### src/rtl/ddr2_bank_timer.sv
module ddr2_bank_timer #(
  parameter int CNT_W = 6
) (
  input  logic             clk_i,
  input  logic             rst_ni,
  input  logic             act_i,
  input  logic             pre_i,
  output logic             open_o,
  output logic [CNT_W-1:0] act_gap_o,
  output logic [CNT_W-1:0] pre_gap_o
);
  localparam logic [CNT_W-1:0] SAT = '1;
  localparam logic [CNT_W-1:0] ONE = CNT_W'(1);

  // Gap counters saturate, so idle banks impose no spacing.
  always_ff @(posedge clk_i or negedge rst_ni) begin
    if (!rst_ni) begin
      open_o    <= 1'b0;
      act_gap_o <= SAT;
      pre_gap_o <= SAT;
    end else begin
      if (act_i)      open_o <= 1'b1;
      else if (pre_i) open_o <= 1'b0;
      if (act_i)                 act_gap_o <= ONE;
      else if (act_gap_o != SAT) act_gap_o <= act_gap_o + ONE;
      if (pre_i)                 pre_gap_o <= ONE;
      else if (pre_gap_o != SAT) pre_gap_o <= pre_gap_o + ONE;
    end
  end
endmodule

### config.mk
export PLATFORM = sky130hd
export DESIGN_NAME = ddr2_bank_timer
export DESIGN_NICKNAME = d
export VERILOG_FILES = /design/src/rtl/ddr2_bank_timer.sv
export SDC_FILE = /design/constraint.sdc
export NUM_CORES = 1
export LEC_CHECK = 0
export BUFFER_PORTS_ARGS = -buffer_cell sky130_fd_sc_hd__buf_2
export CAP_MARGIN = 25
export CORE_AREA = 2 2 40 42
export CTS_BUF_LIST = sky130_fd_sc_hd__clkbuf_16
export CTS_CLUSTER_SIZE = 28
export DETAILED_ROUTE_END_ITERATION = 12
export DIE_AREA = 0 0 42 44
export PLACE_DENSITY = 0.69
export SYNTH_ARGS = -nofsm -noshare
export SYNTH_HDL_FRONTEND = slang
export SYNTH_SLANG_ARGS = --single-unit
### constraint.sdc
create_clock -name clk_i -period 1.8 [get_ports clk_i]
set_input_delay 0.18 -clock clk_i [delete_from_list [all_inputs] [get_ports clk_i]]
set_output_delay 0.18 -clock clk_i [all_outputs]
set_load 0.03 [all_outputs]
==> results of run 1 <==
## cells in the mapped netlist
cell	n
dfstp_2	12
a31oi_1	6
nand2_1	6
nor3_1	5
a21o_1	3
nor2_1	3
a211oi_1	2
ha_1	2
inv_1	2
nand3_1	2
o21a_1	2
o21ai_0	2
o21bai_1	2
or3_1	2
a21oi_1	1
a311oi_1	1
and3_1	1
and4_1	1
dfrtp_1	1
mux2i_1	1
nand2_2	1
nand3_2	1
nor2b_1	1
nor3b_1	1
o21ba_2	1
## worst register-to-register path: cells and delay by family (launching register included)
kind                       cells  cell delay, ps
DFF                            1             550
and+or+nand+nor                2             500
adders and majority gates      1             290
AOI/OAI and AO/OA              1             180
## stage by stage
| stage | hold slack [ps] | instance area, um^2 | cells |
|---|---|---|---|
| global placement | 80.1 | 748 | 94 |
| floorplan | -116 | 648 | 62 |
| finish | 154 | 838 | 99 |
| detailed placement | 83.4 | 748 | 94 |
| CTS | 152 | 838 | 99 |
| global route | 158 | 838 | 99 |
## power breakdown
part           internal (uW)  total, uW  switching (uW)
registers                323        344            21.9
clock network            295        417             122
logic                   39.1        113            73.9
## flip-flops by register name (all words and copies together), names as in the netlist
| name | count |
|---|---|
| act_gap_o | 6 |
| pre_gap_o | 6 |
| open_o | 1 |
## metal layers
layer	part of all wire (%)	routed length (um)	vias up	track usage [%]
li1	-	-	277	-
met1	49	695	261	24.1
met2	48	670	5	25.9
met3	2.3	32	2	3.75
met4	0.64	9	0	7.74
met5	0	0	-	0
## final cells by class
type	count	area [um^2]
clock inverters	1	5.00
fillers	132	581
inverters	2	7.51
well taps	16	20.0
multi-input cells	47	300
repair buffers	17	90.1
clock buffers	3	75.1
flip-flops and latches	13	340
## worst paths after layout
check                                           end
max in group asynchronous  pre_gap_o[4]$_DFFE_PN1P_
setup reg to reg           act_gap_o[0]$_DFFE_PN1P_
hold / removal             pre_gap_o[3]$_DFFE_PN1P_
min in group asynchronous        open_o$_DFFE_PN0P_
hold reg to reg                  open_o$_DFFE_PN0P_
setup / recovery           act_gap_o[0]$_DFFE_PN1P_
## logic make-up after synthesis
| logic type | Yosys count | synth area share, % |
|---|---|---|
| compound gates | 20 | 21.4 |
| fa+ha+maj | 2 | 3.86 |
| buf+inv | 2 | 1.16 |
| flops | 13 | 52.5 |
| mux | 1 | 1.54 |
| simple gates | 24 | 19.5 |
==> impl_metrics.env, run 1 <==
export IMPL_die_area_um2=1850
export IMPL_rows=14
export IMPL_worstMarginPinSlew_ps=284
export IMPL_leakagePower_uw=0.000350
export IMPL_clockRootBuffer="clkbuf_16"
export IMPL_gr_total_overflow=0
export IMPL_rsz0062_at_grt="no"
export IMPL_status="finished clean"
export IMPL_crit_type="reg -> reg"
export IMPL_path_cells="ha_1, nand2_2, or3_1, a21o_1"
export IMPL_areaGrowthSynthToFinish_pct=29.3
export IMPL_clk_pin_slew_ps=50
export IMPL_yosysSeqAreaShare_pct=52.5
export IMPL_antenna_cells=0
export IMPL_synth_fp_nets=68
export IMPL_cp_slowest_cell="dfstp_2"
export IMPL_cp_buffers_inverters=0
export IMPL_reg2reg_slack_ps=220
export IMPL_crit_arrival_ps=1750
export IMPL_relSlewSlack_pct=81.0
export IMPL_wirelength_mm=1.41
export IMPL_synth_area_leaders="dfstp_2, a31oi_1, dfrtp_1"
export IMPL_cts_buffers=3
export IMPL_yosys_area_top_type="dfstp_2"
export IMPL_synth_cell_types=25
export IMPL_ys_warn_count=0
export IMPL_critPathLaunchType="flip-flop"
export IMPL_max_vdd_ir_drop_mv=0.668
export IMPL_htreeDepth=1
export IMPL_pre_cts_ws_ps=260
export IMPL_postSynthAreaPerCell_um2=10.5
export IMPL_die_width_um=42
export IMPL_postLayoutSetupSlackWorst_ps=217
export IMPL_total_power_uw=875
export IMPL_drt_pass1_iterations=3
export IMPL_startpoint="act_gap_o[0]$_DFFE_PN1P_"
export IMPL_antenna_found_initial=0
export IMPL_post_cts_buffers=0
export IMPL_crit_cells=4
export IMPL_grt_first_pass_wirelength_mm=2.35
export IMPL_track_usage_pct=17.3
export IMPL_ys_ff_latch=13
export IMPL_ant_nets=0
export IMPL_worstSetupEndpointType="flip-flop"
export IMPL_drtIter0Drc=4
export IMPL_wl_per_cell_um=14.2
export IMPL_die_h_um=44
export IMPL_synthesis_area_um2=648
export IMPL_drc=0
export IMPL_yosysTopAreaCellShare_pct=48.6
export IMPL_cts_hold_buf=1
export IMPL_fmax_mhz=632
export IMPL_max_stage_delay_ps=550
export IMPL_cp_max_fo=6
export IMPL_hold_viol=0
export IMPL_finalCritPeriodShare_pct=88.0
export IMPL_gp_congestion=0.795
export IMPL_core_um2=1420
export IMPL_cts_tree="built"
export IMPL_route_vias_total=545
export IMPL_grt_pass1_vias=503
export IMPL_post_route_min_period_ps=1580
export IMPL_power_density_nw_per_um2=1040
export IMPL_drive_above_1_share_pct=42.2
export IMPL_final_core_util_pct=59.1
export IMPL_ios=17
export IMPL_vias_per_cell=5.51
export IMPL_hold_depth=2
export IMPL_clkSinkCount=13
export IMPL_insertion_delay_ps=240
export IMPL_layout_commonest_cell="buf_2"
export IMPL_syn_inst=62
export IMPL_hold_start="pre_i"
export IMPL_start_util_pct=45.7
export IMPL_hp_class="in -> reg"
export IMPL_setup_violations=0
export IMPL_final_cell_mix="buf_2, dfstp_2, a31oi_1, nand2_1, nor3_1"
export IMPL_grt_start_max_net_pins=14
export IMPL_ff2ff_path_depth=4
export IMPL_clock_skew_final_ps=5.68
export IMPL_dp_hpwl_um=961
export IMPL_fin_setup_tns_ps=0
export IMPL_crit_required_ps=1970
export IMPL_cap_violations=0
export IMPL_reg2reg_from="act_gap_o[0]$_DFFE_PN1P_"
export IMPL_critPathTopFamily="flip-flops"
export IMPL_drv_slew=0
export IMPL_fin_nets=90
export IMPL_cts_resized=0
export IMPL_io_buffers=16
export IMPL_clk_path_buf_depth=2
Power figures use the tool's default switching activity.
==> run 2: changes to the inputs <==
--- a/config.mk
+++ b/config.mk
@@ -5,7 +5,7 @@
 export SDC_FILE = /design/constraint.sdc
 export NUM_CORES = 1
 export LEC_CHECK = 0
-export BUFFER_PORTS_ARGS = -buffer_cell sky130_fd_sc_hd__buf_2
+export BUFFER_PORTS_ARGS = -buffer_cell sky130_fd_sc_hd__buf_4
 export CAP_MARGIN = 25
 export CORE_AREA = 2 2 40 42
 export CTS_BUF_LIST = sky130_fd_sc_hd__clkbuf_16
==> run 2 against run 1 <==
Compared with the run above: setup slack gained 20 ps; first-iteration DRC count rose by 100%; final cell count increased by 1.0%; register-to-register slack improved by 20 ps; largest power group unchanged.
==> impl_metrics.env, run 2 (same netlist as run 1, synthesis figures left out) <==
export IMPL_finalCritPeriodShare_pct=86.9
export IMPL_clk_path_buf_depth=2
export IMPL_fmax_mhz=640
export IMPL_worstMarginPinSlew_ps=254
export IMPL_rsz0062_at_grt="no"
export IMPL_p_seq_share_pct=39.1
export IMPL_fin_cells=100
export IMPL_grt_pass1_vias=481
export IMPL_dp_hpwl_um=965
export IMPL_critPathLaunchType="flip-flop"
export IMPL_ff2ff_path_depth=4
export IMPL_r2r_end="pre_gap_o[0]$_DFFE_PN1P_"
export IMPL_grt_use_met1_pct=18.1
export IMPL_grt_first_pass_wirelength_mm=2.01
export IMPL_final_cell_mix="buf_4, dfstp_2, a31oi_1, nand2_1, nor3_1"
export IMPL_wl_per_cell_um=13.0
export IMPL_p_int_uw=668
export IMPL_hold_path_endpoint="pre_gap_o[5]$_DFFE_PN1P_"
export IMPL_path_cells="ha_1, nand3_1, or3_1, a21o_1"
export IMPL_leakagePower_uw=0.000363
export IMPL_drive_above_1_share_pct=41.7
export IMPL_crit_arrival_ps=1730
export IMPL_die_area_um2=1850
export IMPL_layout_commonest_cell="buf_4"
export IMPL_setup_violations=0
export IMPL_crit_type="reg -> reg"
export IMPL_vias_per_cell=5.45
export IMPL_swShare_pct=24.0
export IMPL_reg2reg_from="pre_gap_o[0]$_DFFE_PN1P_"
export IMPL_antenna_cells=0
export IMPL_power_density_nw_per_um2=993
export IMPL_crit_required_ps=1970
export IMPL_relSlewSlack_pct=82.9
export IMPL_dp_cells=95
export IMPL_cap_violations=0
export IMPL_pwr_share_comb_pct=14.3
export IMPL_reg_top3="act_gap_o (6), pre_gap_o (6), open_o (1)"
export IMPL_gr_usage_met2_pct=24.7
export IMPL_cts_buffers=3
export IMPL_antenna_found_initial=0
export IMPL_insertion_delay_ps=240
export IMPL_fin_nets=91
export IMPL_drc=0
export IMPL_startpoint="pre_gap_o[0]$_DFFE_PN1P_"
export IMPL_drt_pass1_iterations=4
export IMPL_route_vias_total=545
export IMPL_p_switching_uw=211
export IMPL_grt_busiest_layer="met2"
export IMPL_start_util_pct=45.7
export IMPL_gr_total_overflow=0
export IMPL_grt_start_max_net_pins=14
export IMPL_max_stage_delay_ps=560
export IMPL_hp_class="in -> reg"
export IMPL_htreeDepth=1
export IMPL_die_width_um=42
export IMPL_clkSinkCount=13
export IMPL_cts_tree="built"
export IMPL_final_core_util_pct=62.3
export IMPL_cts_resized=0
export IMPL_drtIter0Drc=8
export IMPL_clk_pin_slew_ps=40
export IMPL_ant_nets=0
export IMPL_hold_viol=0
export IMPL_worstSetupEndpointType="flip-flop"
export IMPL_die_h_um=44
export IMPL_hold_depth=2
export IMPL_clock_skew_final_ps=1.15
export IMPL_max_vdd_ir_drop_mv=0.624
export IMPL_post_route_min_period_ps=1560
export IMPL_hold_start="pre_i"
export IMPL_use_met3_pct=6.25
export IMPL_core_um2=1420
export IMPL_track_usage_pct=15.2
export IMPL_areaGrowthSynthToFinish_pct=36.5
export IMPL_cp_slowest_cell="dfstp_2"
export IMPL_clockRootBuffer="clkbuf_16"
export IMPL_cp_max_fo=6
export IMPL_reg2reg_slack_ps=240
export IMPL_final_cell_area_um2=885
export IMPL_clockPowerShare_pct=46.6
export IMPL_io_buffers=16
export IMPL_placed_area_um2=796
export IMPL_rows=14
export IMPL_status="finished clean"
export IMPL_fin_setup_tns_ps=0
export IMPL_gp_congestion=0.861
export IMPL_ios=17
export IMPL_drv_slew=0
export IMPL_post_cts_buffers=0
export IMPL_wirelength_mm=1.30
-- run 2: cell types whose count changed in the layout (fill, tap and decap cells not counted) --
cell	before	now
buf_4	0	17
buf_2	16	0
clkinv_2	1	0
inv_1	2	3
-- run 2: layout make-up --
| cell class | instances | area [um^2] |
|---|---|---|
| fillers | 121 | 534 |
| flip-flops and latches | 13 | 340 |
| multi-input cells | 47 | 300 |
| repair buffers | 18 | 138 |
| clock buffers | 3 | 75.1 |
| well taps | 16 | 20.0 |
| inverters | 2 | 7.51 |
| clock inverters | 1 | 3.75 |
-- run 2: repair_timing --
item	in CTS	in global routing
hold buffers	1	0
setup endpoints to repair	0	0
endpoints found under the hold margin	13	0
-- run 2: stage by stage --
step	hold slack, ps	total power, uW	setup WS (ps)
floorplan	-116	420	225
global placement	29.5	470	300
detailed placement	29.9	471	259
CTS	103	891	254
global route	115	919	152
finish	114	878	236
-- run 2: worst max-delay path, delay by kind of cell, from the launching register on --
| family | cells | cell delay [ps] |
|---|---|---|
| DFF | 1 | 560 |
| AOI/OAI and AO/OA | 1 | 180 |
| and+or+nand+nor | 2 | 500 |
| adders and majority gates | 1 | 260 |
-- run 2: worst max path at each step --
stage,to,cells after the start
after global placement,pre_gap_o[0]$_DFFE_PN1P_,4
after global routing,pre_gap_o[0]$_DFFE_PN1P_,4
after floorplan,pre_gap_o[0]$_DFFE_PN1P_,4
after CTS,pre_gap_o[0]$_DFFE_PN1P_,4
final,pre_gap_o[0]$_DFFE_PN1P_,4
after detailed placement,pre_gap_o[0]$_DFFE_PN1P_,4
-- run 2: power groups by stage --
stage	combinational [uW]	sequential (uW)	clock (uW)
after floorplan	40.8	379	0
after global placement	124	346	0
after detailed placement	125	347	0
after CTS	127	343	421
after global routing	137	346	436
final	125	343	410
-- run 2: routing by layer --
layer	vias up	share of wire, %
li1	278	-
met3	0	5.3
met5	-	0
met1	253	44
met2	14	50
met4	0	0
==> run 3: changes to the inputs <==
--- a/config.mk
+++ b/config.mk
@@ -12,7 +12,9 @@
 export CTS_CLUSTER_SIZE = 28
 export DETAILED_ROUTE_END_ITERATION = 12
 export DIE_AREA = 0 0 42 44
+export GPL_TIMING_DRIVEN = 0
 export PLACE_DENSITY = 0.69
+export REMOVE_ABC_BUFFERS = 1
 export SYNTH_ARGS = -nofsm -noshare
 export SYNTH_HDL_FRONTEND = slang
 export SYNTH_SLANG_ARGS = --single-unit
==> run 3 against run 2 <==
Compared with the run above: design area decreased by 0.71%; via count up 2.6%; critical path depth stayed put; global-route usage grew 1.9 points.
==> impl_metrics.env, run 3 (same netlist as run 1, synthesis figures left out) <==
export IMPL_status="finished clean"
export IMPL_clk_pin_slew_ps=50
export IMPL_antenna_found_initial=0
export IMPL_crit_arrival_ps=1760
export IMPL_worstSetupEndpointType="flip-flop"
export IMPL_drc=0
export IMPL_ant_nets=0
export IMPL_crit_required_ps=1980
export IMPL_core_um2=1420
export IMPL_hold_viol=0
export IMPL_rsz0062_at_grt="no"
export IMPL_route_vias_total=559
export IMPL_dp_hpwl_um=918
export IMPL_die_h_um=44
export IMPL_htreeDepth=1
export IMPL_cp_max_fo=6
export IMPL_gr_total_overflow=0
export IMPL_final_cell_area_um2=878
export IMPL_reg_top3="act_gap_o (6), pre_gap_o (6), open_o (1)"
export IMPL_pre_cts_ws_ps=226
export IMPL_placed_area_um2=788
export IMPL_clock_skew_final_ps=2.79
export IMPL_cts_buffers=3
export IMPL_clockRootBuffer="clkbuf_16"
export IMPL_highest_layer="met4"
export IMPL_cap_violations=0
export IMPL_setup_violations=0
export IMPL_drt_pass1_iterations=4
export IMPL_layout_commonest_cell="buf_4"
export IMPL_wirelength_mm=1.36
export IMPL_grt_pass1_vias=523
export IMPL_insertion_delay_ps=240
export IMPL_antenna_cells=0
export IMPL_relSlewSlack_pct=83.8
export IMPL_drtIter0Drc=7
export IMPL_start_util_pct=45.7
export IMPL_postLayoutSetupSlackWorst_ps=213
export IMPL_drv_slew=0
export IMPL_final_core_util_pct=61.9
export IMPL_wl_met1_um=628
export IMPL_grt_start_max_net_pins=14
export IMPL_fin_setup_tns_ps=0
export IMPL_finalCritPeriodShare_pct=88.2
export IMPL_die_area_um2=1850
export IMPL_die_width_um=42
export IMPL_cts_tree="built"
export IMPL_grt_first_pass_wirelength_mm=2.30
export IMPL_wl_per_cell_um=13.8
export IMPL_dr_wl_met3_um=52
export IMPL_leakagePower_uw=0.000356
export IMPL_max_vdd_ir_drop_mv=0.772
export IMPL_worstMarginPinSlew_ps=242
export IMPL_cts_resized=0
export IMPL_areaGrowthSynthToFinish_pct=35.5
export IMPL_vias_per_cell=5.65
export IMPL_fmax_mhz=630
export IMPL_timing_hold_ws_ps=102
export IMPL_gp_congestion=0.765
export IMPL_clk_path_buf_depth=2
export IMPL_track_usage_pct=17.1
export IMPL_final_cell_mix="buf_4, dfstp_2, a31oi_1, nand2_1, nor3_1"
export IMPL_post_route_min_period_ps=1590
export IMPL_power_density_nw_per_um2=1010
export IMPL_clkSinkCount=13
export IMPL_hp_class="in -> reg"
export IMPL_fin_nets=90
export IMPL_drive_above_1_share_pct=42.2
export IMPL_critPathLaunchType="flip-flop"
export IMPL_routed_wl_met2_um=664
export IMPL_rows=14
export IMPL_ios=17
export IMPL_io_buffers=16
export IMPL_crit_type="reg -> reg"
-- run 3: worst paths after layout --
path / from / endpoint / slack (ps) / cells after the start
worst max-delay path: pre_gap_o[0]$_DFFE_PN1P_ / pre_gap_o[0]$_DFFE_PN1P_ / 210 / 4
worst min-delay path: pre_i / pre_gap_o[5]$_DFFE_PN1P_ / 100 / 2
worst max register to register: pre_gap_o[0]$_DFFE_PN1P_ / pre_gap_o[0]$_DFFE_PN1P_ / 210 / 4
worst min register to register: open_o$_DFFE_PN0P_ / open_o$_DFFE_PN0P_ / 490 / 1
max in group asynchronous: rst_ni / act_gap_o[1]$_DFFE_PN1P_ / 1250 / 2
min in group asynchronous: rst_ni / open_o$_DFFE_PN0P_ / 320 / 2
-- run 3: stage by stage --
| stage | instances | power [uW] |
|---|---|---|
| detailed placement | 94 | 470 |
| finish | 99 | 891 |
| floorplan | 62 | 420 |
| global placement | 94 | 467 |
| CTS | 99 | 900 |
| global route | 99 | 924 |
-- run 3: layer usage --
metal,GRT usage (%),up-vias
met2,25.0,8
met5,0,-
met4,7.74,0
met3,6.25,2
met1,22.8,272
li1,-,277
-- run 3: layout make-up --
type                            instances  area (um^2)
Tap cell                               16         20.0
Sequential cell                        13          340
Multi-Input combinational cell         47          300
Clock buffer                            3         75.1
Inverter                                2         7.51
Fill cell                             112          541
Timing Repair Buffer                   17          130
Clock inverter                          1         5.00
-- run 3: worst max-delay path: stages, from the launching register on --
cell and delay [ps]:
dfstp_2 570, ha_1 280, nand3_1 170, or3_1 330
a21o_1 180
-- run 3: power by group --
part / total, uW / internal [uW] / switching, uW
logic: 123 / 50.3 / 72.4
registers: 345 / 323 / 22.3
clock network: 424 / 296 / 128
-- run 3: timing repair --
item	4_1_cts	5_1_grt
hold buffers	1	0
setup buffers	0	0
endpoints found under the setup margin	0	0
endpoints found under the hold margin	13	0
